<file path="src/rtl/alarm_pkg.sv">
package alarm_pkg;

    localparam int NUM_FIELDS = 4;
    localparam int LANE_W     = 8;
    localparam int WORD_W     = 32;

    // lane 0 = seconds, 1 = minutes, 2 = hours, 3 = days
    localparam int FIELD_LSB  [NUM_FIELDS] = '{0, 8, 16, 21};
    localparam int FIELD_W    [NUM_FIELDS] = '{6, 6, 5, 8};
    localparam int FIELD_WRAP [NUM_FIELDS] = '{59, 59, 23, 255};

    localparam logic [7:0] OFS_INTERVAL = 8'h0C;
    localparam logic [7:0] OFS_RUN      = 8'h14;
    localparam logic [7:0] OFS_IRQ_EN   = 8'h18;
    localparam logic [7:0] OFS_STATUS   = 8'h1C;

    localparam int RUN_BIT    = 8;
    localparam int IRQ_EN_BIT = 0;
    localparam int PEND_BIT   = 0;

    typedef logic [LANE_W-1:0] lane_t;
    typedef lane_t [NUM_FIELDS-1:0] lanes_t;

    typedef struct packed {
        logic        load;
        lanes_t      load_val;
        logic        run;
        logic        irq_en;
        logic        clr_pend;
    } ctrl_t;

    function automatic lanes_t unpack_interval(input logic [WORD_W-1:0] w);
        lanes_t r;
        for (int i = 0; i < NUM_FIELDS; i++) begin
            r[i] = '0;
            for (int b = 0; b < FIELD_W[i]; b++) begin
                r[i][b] = w[FIELD_LSB[i] + b];
            end
        end
        return r;
    endfunction

    function automatic logic [WORD_W-1:0] pack_interval(input lanes_t l);
        logic [WORD_W-1:0] w;
        w = '0;
        for (int i = 0; i < NUM_FIELDS; i++) begin
            for (int b = 0; b < FIELD_W[i]; b++) begin
                w[FIELD_LSB[i] + b] = l[i][b];
            end
        end
        return w;
    endfunction

    function automatic logic lanes_is_zero(input lanes_t l);
        return (l == '0);
    endfunction

    function automatic logic lanes_is_one(input lanes_t l);
        lanes_t one;
        one    = '0;
        one[0] = lane_t'(1);
        return (l == one);
    endfunction

endpackage

</file>
<file path="src/rtl/alarm_regbus.sv">
module alarm_regbus
    import alarm_pkg::*;
#(
    parameter int ADDR_W = 8
) (
    input  logic                clk,
    input  logic                rst,
    input  logic [ADDR_W-1:0]   bus_addr,
    input  logic                bus_wr,
    input  logic [WORD_W-1:0]   bus_wdata,
    input  lanes_t              count_q,
    input  logic                pend_q,
    output ctrl_t               ctrl,
    output logic [WORD_W-1:0]   bus_rdata
);

    logic run_q;
    logic irq_en_q;
    logic hit_interval;
    logic hit_run;
    logic hit_irq_en;
    logic hit_status;
    logic unused_wdata_bits;

    assign hit_interval = (bus_addr == ADDR_W'(OFS_INTERVAL));
    assign hit_run      = (bus_addr == ADDR_W'(OFS_RUN));
    assign hit_irq_en   = (bus_addr == ADDR_W'(OFS_IRQ_EN));
    assign hit_status   = (bus_addr == ADDR_W'(OFS_STATUS));

    assign unused_wdata_bits = ^bus_wdata;

    always_ff @(posedge clk) begin
        if (rst) begin
            run_q    <= 1'b0;
            irq_en_q <= 1'b0;
        end else if (bus_wr) begin
            if (hit_run) begin
                run_q <= bus_wdata[RUN_BIT];
            end
            if (hit_irq_en) begin
                irq_en_q <= bus_wdata[IRQ_EN_BIT];
            end
        end
    end

    always_comb begin
        ctrl.load     = bus_wr && hit_interval;
        ctrl.load_val = unpack_interval(bus_wdata);
        ctrl.run      = run_q;
        ctrl.irq_en   = irq_en_q;
        ctrl.clr_pend = bus_wr && hit_status && bus_wdata[PEND_BIT];
    end

    always_comb begin
        bus_rdata = '0;
        if (hit_interval) begin
            bus_rdata = pack_interval(count_q);
        end else if (hit_run) begin
            bus_rdata[RUN_BIT] = run_q;
        end else if (hit_irq_en) begin
            bus_rdata[IRQ_EN_BIT] = irq_en_q;
        end else if (hit_status) begin
            bus_rdata[PEND_BIT] = pend_q;
        end
    end

endmodule

</file>
<file path="src/rtl/alarm_dhms_counter.sv">
module alarm_dhms_counter
    import alarm_pkg::*;
(
    input  logic   clk,
    input  logic   rst,
    input  logic   load,
    input  lanes_t load_val,
    input  logic   tick,
    input  logic   run,
    output lanes_t count_q,
    output logic   expire
);

    logic                  step;
    logic [NUM_FIELDS-1:0] borrow;
    lanes_t                count_dec;
    lanes_t                count_d;

    // a zero count never steps, so the day lane never wraps
    assign step      = tick && run && !load && !lanes_is_zero(count_q);
    assign borrow[0] = step;

    for (genvar i = 0; i < NUM_FIELDS; i++) begin : g_lane
        logic lane_zero;
        assign lane_zero = (count_q[i] == '0);

        always_comb begin
            if (!borrow[i]) begin
                count_dec[i] = count_q[i];
            end else if (lane_zero) begin
                count_dec[i] = lane_t'(FIELD_WRAP[i]);
            end else begin
                count_dec[i] = count_q[i] - lane_t'(1);
            end
        end

        if (i < NUM_FIELDS - 1) begin : g_chain
            assign borrow[i+1] = borrow[i] && lane_zero;
        end
    end

    assign count_d = load ? load_val : count_dec;
    assign expire  = step && lanes_is_one(count_q);

    always_ff @(posedge clk) begin
        if (rst) begin
            count_q <= '0;
        end else begin
            count_q <= count_d;
        end
    end

endmodule

</file>
<file path="src/rtl/alarm_pend_flag.sv">
module alarm_pend_flag (
    input  logic clk,
    input  logic rst,
    input  logic set,
    input  logic clr,
    input  logic irq_en,
    output logic pend_q,
    output logic irq
);

    always_ff @(posedge clk) begin
        if (rst) begin
            pend_q <= 1'b0;
        end else if (set) begin
            pend_q <= 1'b1;
        end else if (clr) begin
            pend_q <= 1'b0;
        end
    end

    assign irq = pend_q && irq_en;

endmodule

</file>
<file path="src/rtl/alarm_countdown.sv">
module alarm_countdown
    import alarm_pkg::*;
#(
    parameter int ADDR_W = 8
) (
    input  logic              clk,
    input  logic              rst,
    input  logic              tick_1hz,
    input  logic [ADDR_W-1:0] bus_addr,
    input  logic              bus_wr,
    input  logic [31:0]       bus_wdata,
    output logic [31:0]       bus_rdata,
    output logic              irq
);

    ctrl_t  ctrl;
    lanes_t count_q;
    logic   expire;
    logic   pend_q;

    alarm_regbus #(.ADDR_W(ADDR_W)) u_regs (
        .clk       (clk),
        .rst       (rst),
        .bus_addr  (bus_addr),
        .bus_wr    (bus_wr),
        .bus_wdata (bus_wdata),
        .count_q   (count_q),
        .pend_q    (pend_q),
        .ctrl      (ctrl),
        .bus_rdata (bus_rdata)
    );

    alarm_dhms_counter u_count (
        .clk      (clk),
        .rst      (rst),
        .load     (ctrl.load),
        .load_val (ctrl.load_val),
        .tick     (tick_1hz),
        .run      (ctrl.run),
        .count_q  (count_q),
        .expire   (expire)
    );

    alarm_pend_flag u_flag (
        .clk    (clk),
        .rst    (rst),
        .set    (expire),
        .clr    (ctrl.clr_pend),
        .irq_en (ctrl.irq_en),
        .pend_q (pend_q),
        .irq    (irq)
    );

endmodule

</file>
<file path="config.mk">
export PLATFORM = sky130hd
export DESIGN_NAME = alarm_countdown
export DESIGN_NICKNAME = d
export VERILOG_FILES = /design/src/rtl/alarm_pkg.sv /design/src/rtl/alarm_regbus.sv /design/src/rtl/alarm_dhms_counter.sv /design/src/rtl/alarm_pend_flag.sv /design/src/rtl/alarm_countdown.sv
export SDC_FILE = /design/constraint.sdc
export NUM_CORES = 1
export LEC_CHECK = 0
export ABC_AREA = 1
export BUFFER_PORTS_ARGS = -buffer_cell sky130_fd_sc_hd__buf_4
export CAP_MARGIN = 20
export CORE_MARGIN = 8
export CORE_UTILIZATION = 25
export DETAILED_ROUTE_END_ITERATION = 10
export GPL_TIMING_DRIVEN = 0
export PLACE_DENSITY = 0.47
export SYNTH_ARGS = -nofsm -noshare
export SYNTH_HDL_FRONTEND = slang
export SYNTH_SLANG_ARGS = --single-unit
</file>
<file path="constraint.sdc">
create_clock -name clk -period 2.2 [get_ports clk]
set_input_delay 0.11 -clock clk [delete_from_list [all_inputs] [get_ports clk]]
set_output_delay 0.11 -clock clk [all_outputs]
set_load 0.1 [all_outputs]
</file>
==> After elaboration in Yosys (flattened, before gate mapping) <==
Cells that the tools add are included.
{ "word_totals": {"output_inout_bits": 33, "ramBits": 0, "latchBits": 0, "inputBits": 44, "wordCells": 64, "rom_bits": 0, "reg_bits": 35, "memories": 0} }
{ "op_classes": {"mux": 19, "reduce_logical": 26, "div": 0, "addsub": 4, "n_mul": 0, "n_lt_le_gt_ge": 0, "shifts": 0, "eq_ne": 5, "bitwise_logic": 0} }
{ "ops": {"columns": ["cell", "n"], "rows": [
  ["two-way mux 8 bit", 8],
  ["== test 32 x 1 -> 1 bit (second input constant)", 1],
  ["logical NOT 32 bit", 1],
  ["logical NOT 8 bit", 4],
  ["two-way mux 32 bit", 1],
  ["subtractor 8 x 1 -> 8 bit (second input constant)", 4],
  ["== test 8 x 5 -> 1 bit (second input constant)", 3],
  ["two-way mux 20 bit", 1],
  ["logical AND 1 bit", 11],
  ["nonzero test 2 bit", 5],
  ["== test 8 x 4 -> 1 bit (second input constant)", 1],
  ["two-way mux 1 bit", 8],
  ["two-way mux 5 bit", 1],
  ["AND reduction 2 bit", 2],
  ["logical NOT 1 bit", 2],
  ["OR reduction 2 bit", 1]
]} }

==> Logic depth before layout (Yosys ltp) <==
{ "logic_depth": {"word_depth": 10, "mapped_depth": 12, "mapped_depth_nobuf": 12} }

==> By module <==
Synthesis repeated with hierarchy kept, for this count alone.
{ "unflattened": {"cells_unflattened": 515, "area_unflattened_um2": 3130.5} }
{ "by_module_without_submodules": {"columns": ["module", "cells_each", "instances", "seq_area_each_um2", "area_per_inst_um2"], "rows": [
  ["alarm_dhms_counter", 370, 1, 640.6, 2285.9],
  ["alarm_regbus", 138, 1, 40.0, 797.0],
  ["alarm_pend_flag", 7, 1, 20.0, 47.5]
]} }

==> Worst setup path after synthesis <==
No wires, ideal clock.
{ "synth_timing": {"path_type": "input-to-output", "from": "in bus_addr[0]", "to": "out bus_rdata[8]", "setup_slack_ns": -0.547, "n_path_buf": 0, "arrival_time_ns": 2.637, "path_stages": 5, "t_required_ns": 2.090, "cell_sequence": "inv_1 nand2_1 nor2_4 nand2_1 o21ai_0"} }
{ "synth_via": {"elab_chain_cells": 3, "elab_cells_between_ends": 4, "classes_between": "2 x eq/ne; 2 x mux"} }
{ "synth_lines": {"columns": ["item", "line_no", "rtl"], "rows": [
  ["start, declared", "alarm_countdown.sv:9", "input logic [ADDR_W-1:0] bus_addr,"],
  ["== test 8 x 5 -> 1 bit", "alarm_regbus.sv:26", "assign hit_run = (bus_addr == ADDR_W'(OFS_RUN));"],
  ["two-way mux 1 bit", "alarm_regbus.sv:58", "end else if (hit_run) begin"],
  ["two-way mux 1 bit *", "alarm_regbus.sv:56", "if (hit_interval) begin"],
  ["end, declared", "alarm_countdown.sv:12", "output logic [31:0] bus_rdata,"]
]} }
Every way passes the cells marked *; elsewhere a longest branch is shown, timed or not.

==> Final worst setup path <==
{ "layout_timing": {"from": "reg u_count.count_q[1] (netlist bit)", "to": "reg u_count.count_q[31] (netlist bit)"} }
{ "layout_via": {"elab_chain_cells": 7, "elab_cells_between_ends": 8, "classes_between": "8 x reduce/logical"} }
{ "layout_lines": {"columns": ["item", "line_no", "rtl"], "rows": [
  ["start, declared", "alarm_dhms_counter.sv:10", "output lanes_t count_q,"],
  ["start signal, assigned", "alarm_dhms_counter.sv:49", "count_q <= count_d;"],
  ["logical NOT 32 bit", "alarm_pkg.sv:55", "return (l == '0);"],
  ["logical NOT 1 bit", "alarm_dhms_counter.sv:20", "assign step = tick && run && !load && !lanes_is_zero(count_q);"],
  ["logical AND 1 bit", "alarm_dhms_counter.sv:20", null],
  ["logical AND 1 bit * (3 in a row)", "alarm_dhms_counter.sv:38", "assign borrow[i+1] = borrow[i] && lane_zero;"],
  ["nonzero test 2 bit (no source line) *", null, null]
]} }
Marks and branches as above.
A chain may end at the register's enable or synchronous reset.

==> impl_metrics.xml <==
<?xml version="1.0" encoding="UTF-8"?>
<metrics>
  <group name="timing">
    <metric name="fin_crit" unit="ns">1.924</metric>
    <metric name="setup_repair_after_global_routing_missed_its_margin" unit="">no</metric>
    <metric name="totalNegativeSetupSlack" unit="ns">0</metric>
    <metric name="worst_slew_pin_slew" unit="ns">0.6587</metric>
    <metric name="timing_hold_violations_final" unit="">0</metric>
    <metric name="report.final.setup_viol" unit="">0</metric>
    <metric name="period_share" unit="%">87.44</metric>
    <metric name="max_slew_margin" unit="%">56.09</metric>
    <metric name="max_freq" unit="MHz">519.8</metric>
    <metric name="slew_violations" unit="">0</metric>
    <metric name="final.setup_skew" unit="ns">0.01509</metric>
  </group>
  <group name="floorplanning">
    <metric name="dieWidth" unit="µm">119.8</metric>
    <metric name="floorplan.die_area" unit="mm²">0.01434</metric>
    <metric name="initial_core_utilization" unit="%">25.27</metric>
    <metric name="floorplan.rows" unit="">38</metric>
    <metric name="io_pins" unit="">77</metric>
    <metric name="core_region_area" unit="mm²">0.01065</metric>
    <metric name="die_h" unit="µm">119.8</metric>
  </group>
  <group name="synth">
    <metric name="synthFlopType" unit="">dfxtp_1</metric>
    <metric name="synth-edff-count" unit="">0</metric>
    <metric name="netlist_instances" unit="">442</metric>
    <metric name="ys_async_sr_fraction" unit="%">0</metric>
    <metric name="syn_area" unit="mm²">0.002691</metric>
    <metric name="netlist.area_leader.share" unit="%">26.03</metric>
    <metric name="ys_seq_elements" unit="">35</metric>
    <metric name="syn_area_per_cell" unit="µm²">6.089</metric>
    <metric name="portion_of_the_post_synthesis_area_used_by_sequential_elements" unit="%">26.03</metric>
    <metric name="synth_top_area_cell" unit="">dfxtp_1</metric>
    <metric name="yosysUniqueCellTypes" unit="">35</metric>
    <metric name="yosysWarningCount" unit="">0</metric>
    <metric name="synth_area_leaders" unit="">dfxtp_1 (26%), nand2_1 (13%), nor2_1 (13%)</metric>
  </group>
  <group name="detailed_routing">
    <metric name="drtPass1Iterations" unit="">4</metric>
    <metric name="routed_wire_length_on_met2" unit="mm">4.001</metric>
    <metric name="vias" unit="">2846</metric>
    <metric name="routed_wl" unit="mm">8.444</metric>
    <metric name="post_drt_via_cell_ratio" unit="">4.325</metric>
    <metric name="route.antenna.remaining_nets" unit="">0</metric>
    <metric name="wl_met3" unit="µm">325</metric>
    <metric name="drt-initial-drc-count" unit="">142</metric>
    <metric name="remaining_drc_errors" unit="">0</metric>
    <metric name="routedLengthMet1" unit="mm">4.046</metric>
    <metric name="routed_wire_length_per_instance" unit="µm">12.83</metric>
    <metric name="top_routing_layer_used" unit="">met4</metric>
  </group>
  <group name="critical_path">
    <metric name="r2r.worst_path.cells" unit="">12</metric>
    <metric name="critical_path_peak_fanout" unit="">10</metric>
    <metric name="required" unit="ns">2.38</metric>
    <metric name="critical_path_class" unit="">reg -&gt; reg</metric>
    <metric name="rr_endpoint" unit="">u_count.count_q[31]$_SDFFE_PP0P_</metric>
    <metric name="timing.critical_path.to_type" unit="">register</metric>
    <metric name="setup.worst_path.start" unit="">u_count.count_q[1]$_SDFFE_PP0P_</metric>
    <metric name="startpoint_type" unit="">register</metric>
    <metric name="endpoint" unit="">u_count.count_q[31]$_SDFFE_PP0P_</metric>
    <metric name="reg2reg_slack" unit="ns">0.28</metric>
    <metric name="critical_path_arrival" unit="ns">2.10</metric>
    <metric name="r2r-start" unit="">u_count.count_q[1]$_SDFFE_PP0P_</metric>
  </group>
  <group name="global_route">
    <metric name="globalRouteOverflowTotal" unit="">0</metric>
    <metric name="grt_max_degree" unit="">12</metric>
    <metric name="first_global_vias" unit="">2831</metric>
    <metric name="grtUsageTotal" unit="%">12.21</metric>
    <metric name="grt_antenna_before_repair" unit="">0</metric>
    <metric name="grt_first_pass_wirelength" unit="mm">14.45</metric>
  </group>
  <group name="power_and_ir_drop">
    <metric name="irDropWorstVdd" unit="mV">0.2597</metric>
    <metric name="net_switching_fraction_of_the_power" unit="%">25.54</metric>
    <metric name="power.share.clock" unit="%">43.7</metric>
    <metric name="power_switching" unit="mW">0.3651</metric>
    <metric name="power.total" unit="mW">1.430</metric>
    <metric name="pwr-share-comb" unit="%">11.9</metric>
    <metric name="leakagePower" unit="nW">1.659</metric>
    <metric name="power_per_cell_area" unit="mW/mm²">411.8</metric>
    <metric name="seq_power_share" unit="%">44.4</metric>
    <metric name="cellInternalPower" unit="mW">1.065</metric>
  </group>
  <group name="cts">
    <metric name="total_clock_buffers_created_by_cts" unit="">5</metric>
    <metric name="clock_sinks" unit="">35</metric>
    <metric name="cts-root-buf" unit="">clkbuf_8</metric>
    <metric name="worst_path_clk_slew" unit="ns">0.08</metric>
    <metric name="htree_levels" unit="">2</metric>
    <metric name="cts-hold-fix-buffers" unit="">0</metric>
    <metric name="insertion_delay_to_the_later_sink_of_the_worst_skew_pair" unit="ns">0.30</metric>
    <metric name="post-cts-setup-buffer-count" unit="">0</metric>
    <metric name="clock_tree_from_tritoncts" unit="">built</metric>
    <metric name="cts-root-to-sink-buffers" unit="">2</metric>
  </group>
  <group name="outcome">
    <metric name="run_status" unit="">finished, final reports clean</metric>
  </group>
  <group name="place">
    <metric name="place_area" unit="mm²">0.003354</metric>
    <metric name="gp_congestion" unit="">0.8067</metric>
    <metric name="detailed_place_hpwl" unit="mm">6.776</metric>
    <metric name="io_buffers" unit="">62</metric>
  </group>
  <group name="cells_and_area">
    <metric name="layout-area-overhead-vs-synth" unit="%">29.01</metric>
    <metric name="antenna_cells_inserted" unit="">0</metric>
    <metric name="nFillCells" unit="">1232</metric>
    <metric name="final_net_count" unit="">567</metric>
    <metric name="postLayoutCellArea" unit="mm²">0.003472</metric>
    <metric name="drive_above_1_share" unit="%">23.94</metric>
  </group>
  <group name="job">
    <metric name="drv_cap" unit="">0</metric>
  </group>
  <group name="hold_path">
    <metric name="hp-class" unit="">in -&gt; reg</metric>
  </group>
</metrics>
## what timing repair did
| item | CTS | global route |
|---|---|---|
| endpoints found under the hold margin | 0 | 0 |
| endpoints found under the setup margin | 0 | 1 |
| resized for setup | 0 | 1 |
## flip-flops by register name (all words and copies together) (netlist names)
register and cells:
u_count.count_q 32, u_flag.pend_q 1, u_regs.irq_en_q 1, u_regs.run_q 1
## cells in the mapped netlist (4+ instances only)
master / count
nor2_2: 8
nor2_1: 93
nand4_1: 5
nand3_1: 28
inv_2: 7
xor2_1: 7
dfxtp_1: 35
nand2_2: 9
a21oi_1: 26
buf_4: 8
clkbuf_1: 5
nor3_1: 9
o21ai_0: 20
nor2_4: 5
buf_2: 4
ha_1: 6
inv_1: 48
nand2_1: 94
## logic make-up after synthesis
group | synth area share (%)
AND/OR/NAND/NOR | 44.96
adder cells (fa/ha/maj) | 2.789
AO/OA/AOI/OAI | 10.88
flip-flops | 26.03
buffers and inverters | 11.95
other | 0.1393
XOR/XNOR | 3.255
## worst min-delay path by stage
| stage | endpoint | cells past startpoint | from | slack [ns] |
|---|---|---|---|---|
| after floorplan | u_count.count_q[5]$_SDFFE_PP0P_ | 1 | rst | 0.18 |
| after global placement | u_count.count_q[5]$_SDFFE_PP0P_ | 2 | rst | 0.33 |
| after detailed placement | u_count.count_q[5]$_SDFFE_PP0P_ | 2 | rst | 0.33 |
| after CTS | u_count.count_q[5]$_SDFFE_PP0P_ | 2 | rst | 0.02 |
| after global routing | u_count.count_q[5]$_SDFFE_PP0P_ | 2 | rst | 0.03 |
| final | u_count.count_q[5]$_SDFFE_PP0P_ | 2 | rst | 0.03 |
## layout make-up
cell class / instances / area (µm²) / area share (%)
buffer: 18 / 110.1 / 3.171
sequential: 35 / 700.7 / 20.18
multi-input combinational: 339 / 1692 / 48.72
clock buffer: 6 / 82.58 / 2.378
timing repair buffer: 62 / 465.4 / 13.41
inverter: 56 / 211.5 / 6.090
tap: 140 / 175.2 / 5.045
clock inverter: 2 / 35.03 / 1.009
## layout by cell type, fill, tap and decap left out, types with 6 or more instances in the layout
cell type,count
ha_1,6
nor2_1,93
dfxtp_1,35
conb_1,7
nand2_2,9
clkbuf_8,6
nor2_2,8
a21oi_1,26
inv_2,8
nand2_1,94
nand3_1,28
o21ai_0,19
xor2_1,7
buf_4,70
nor3_1,9
inv_1,47
## layer usage
metal	GRT usage (%)	vias to the layer above
met5	0	-
met4	2.810	0
met3	2.395	4
met2	20.43	44
met1	15.81	1273
li1	-	1525
## through the flow
| stage | util (%) | std cells | setup WS (ns) | hold WS, ns |
|---|---|---|---|---|
| after floorplan | - | 448 | 0.09035 | 0.1791 |
| after global placement | 31.50 | 650 | 0.2768 | 0.3269 |
| after detailed placement | 31.50 | 650 | 0.2702 | 0.3289 |
| after CTS | 32.60 | 658 | 0.2373 | 0.01916 |
| after global routing | 32.60 | 658 | 0.05451 | 0.02989 |
| final | 32.60 | 658 | 0.2763 | 0.02838 |
## power groups by stage
stage | clock [mW] | sequential (mW) | combinational, mW
final | 0.625 | 0.635 | 0.170
after global routing | 0.679 | 0.635 | 0.184
after CTS | 0.646 | 0.635 | 0.172
after detailed placement | 0 | 0.650 | 0.172
after global placement | 0 | 0.650 | 0.171
after floorplan | 0 | 0.649 | 0.103
## critical path: stages, from the launching register on
cell	delay, ns
dfxtp_1	0.31
inv_1	0.13
ha_1	0.22
nand2_2	0.08
nor2_2	0.12
nand2_2	0.10
nor2_4	0.16
nand4_4	0.19
nand2_4	0.16
buf_6	0.15
nand3_1	0.08
nand2_1	0.06
nor2_1	0.04
No activity file was read; power rests on OpenSTA's default activity.
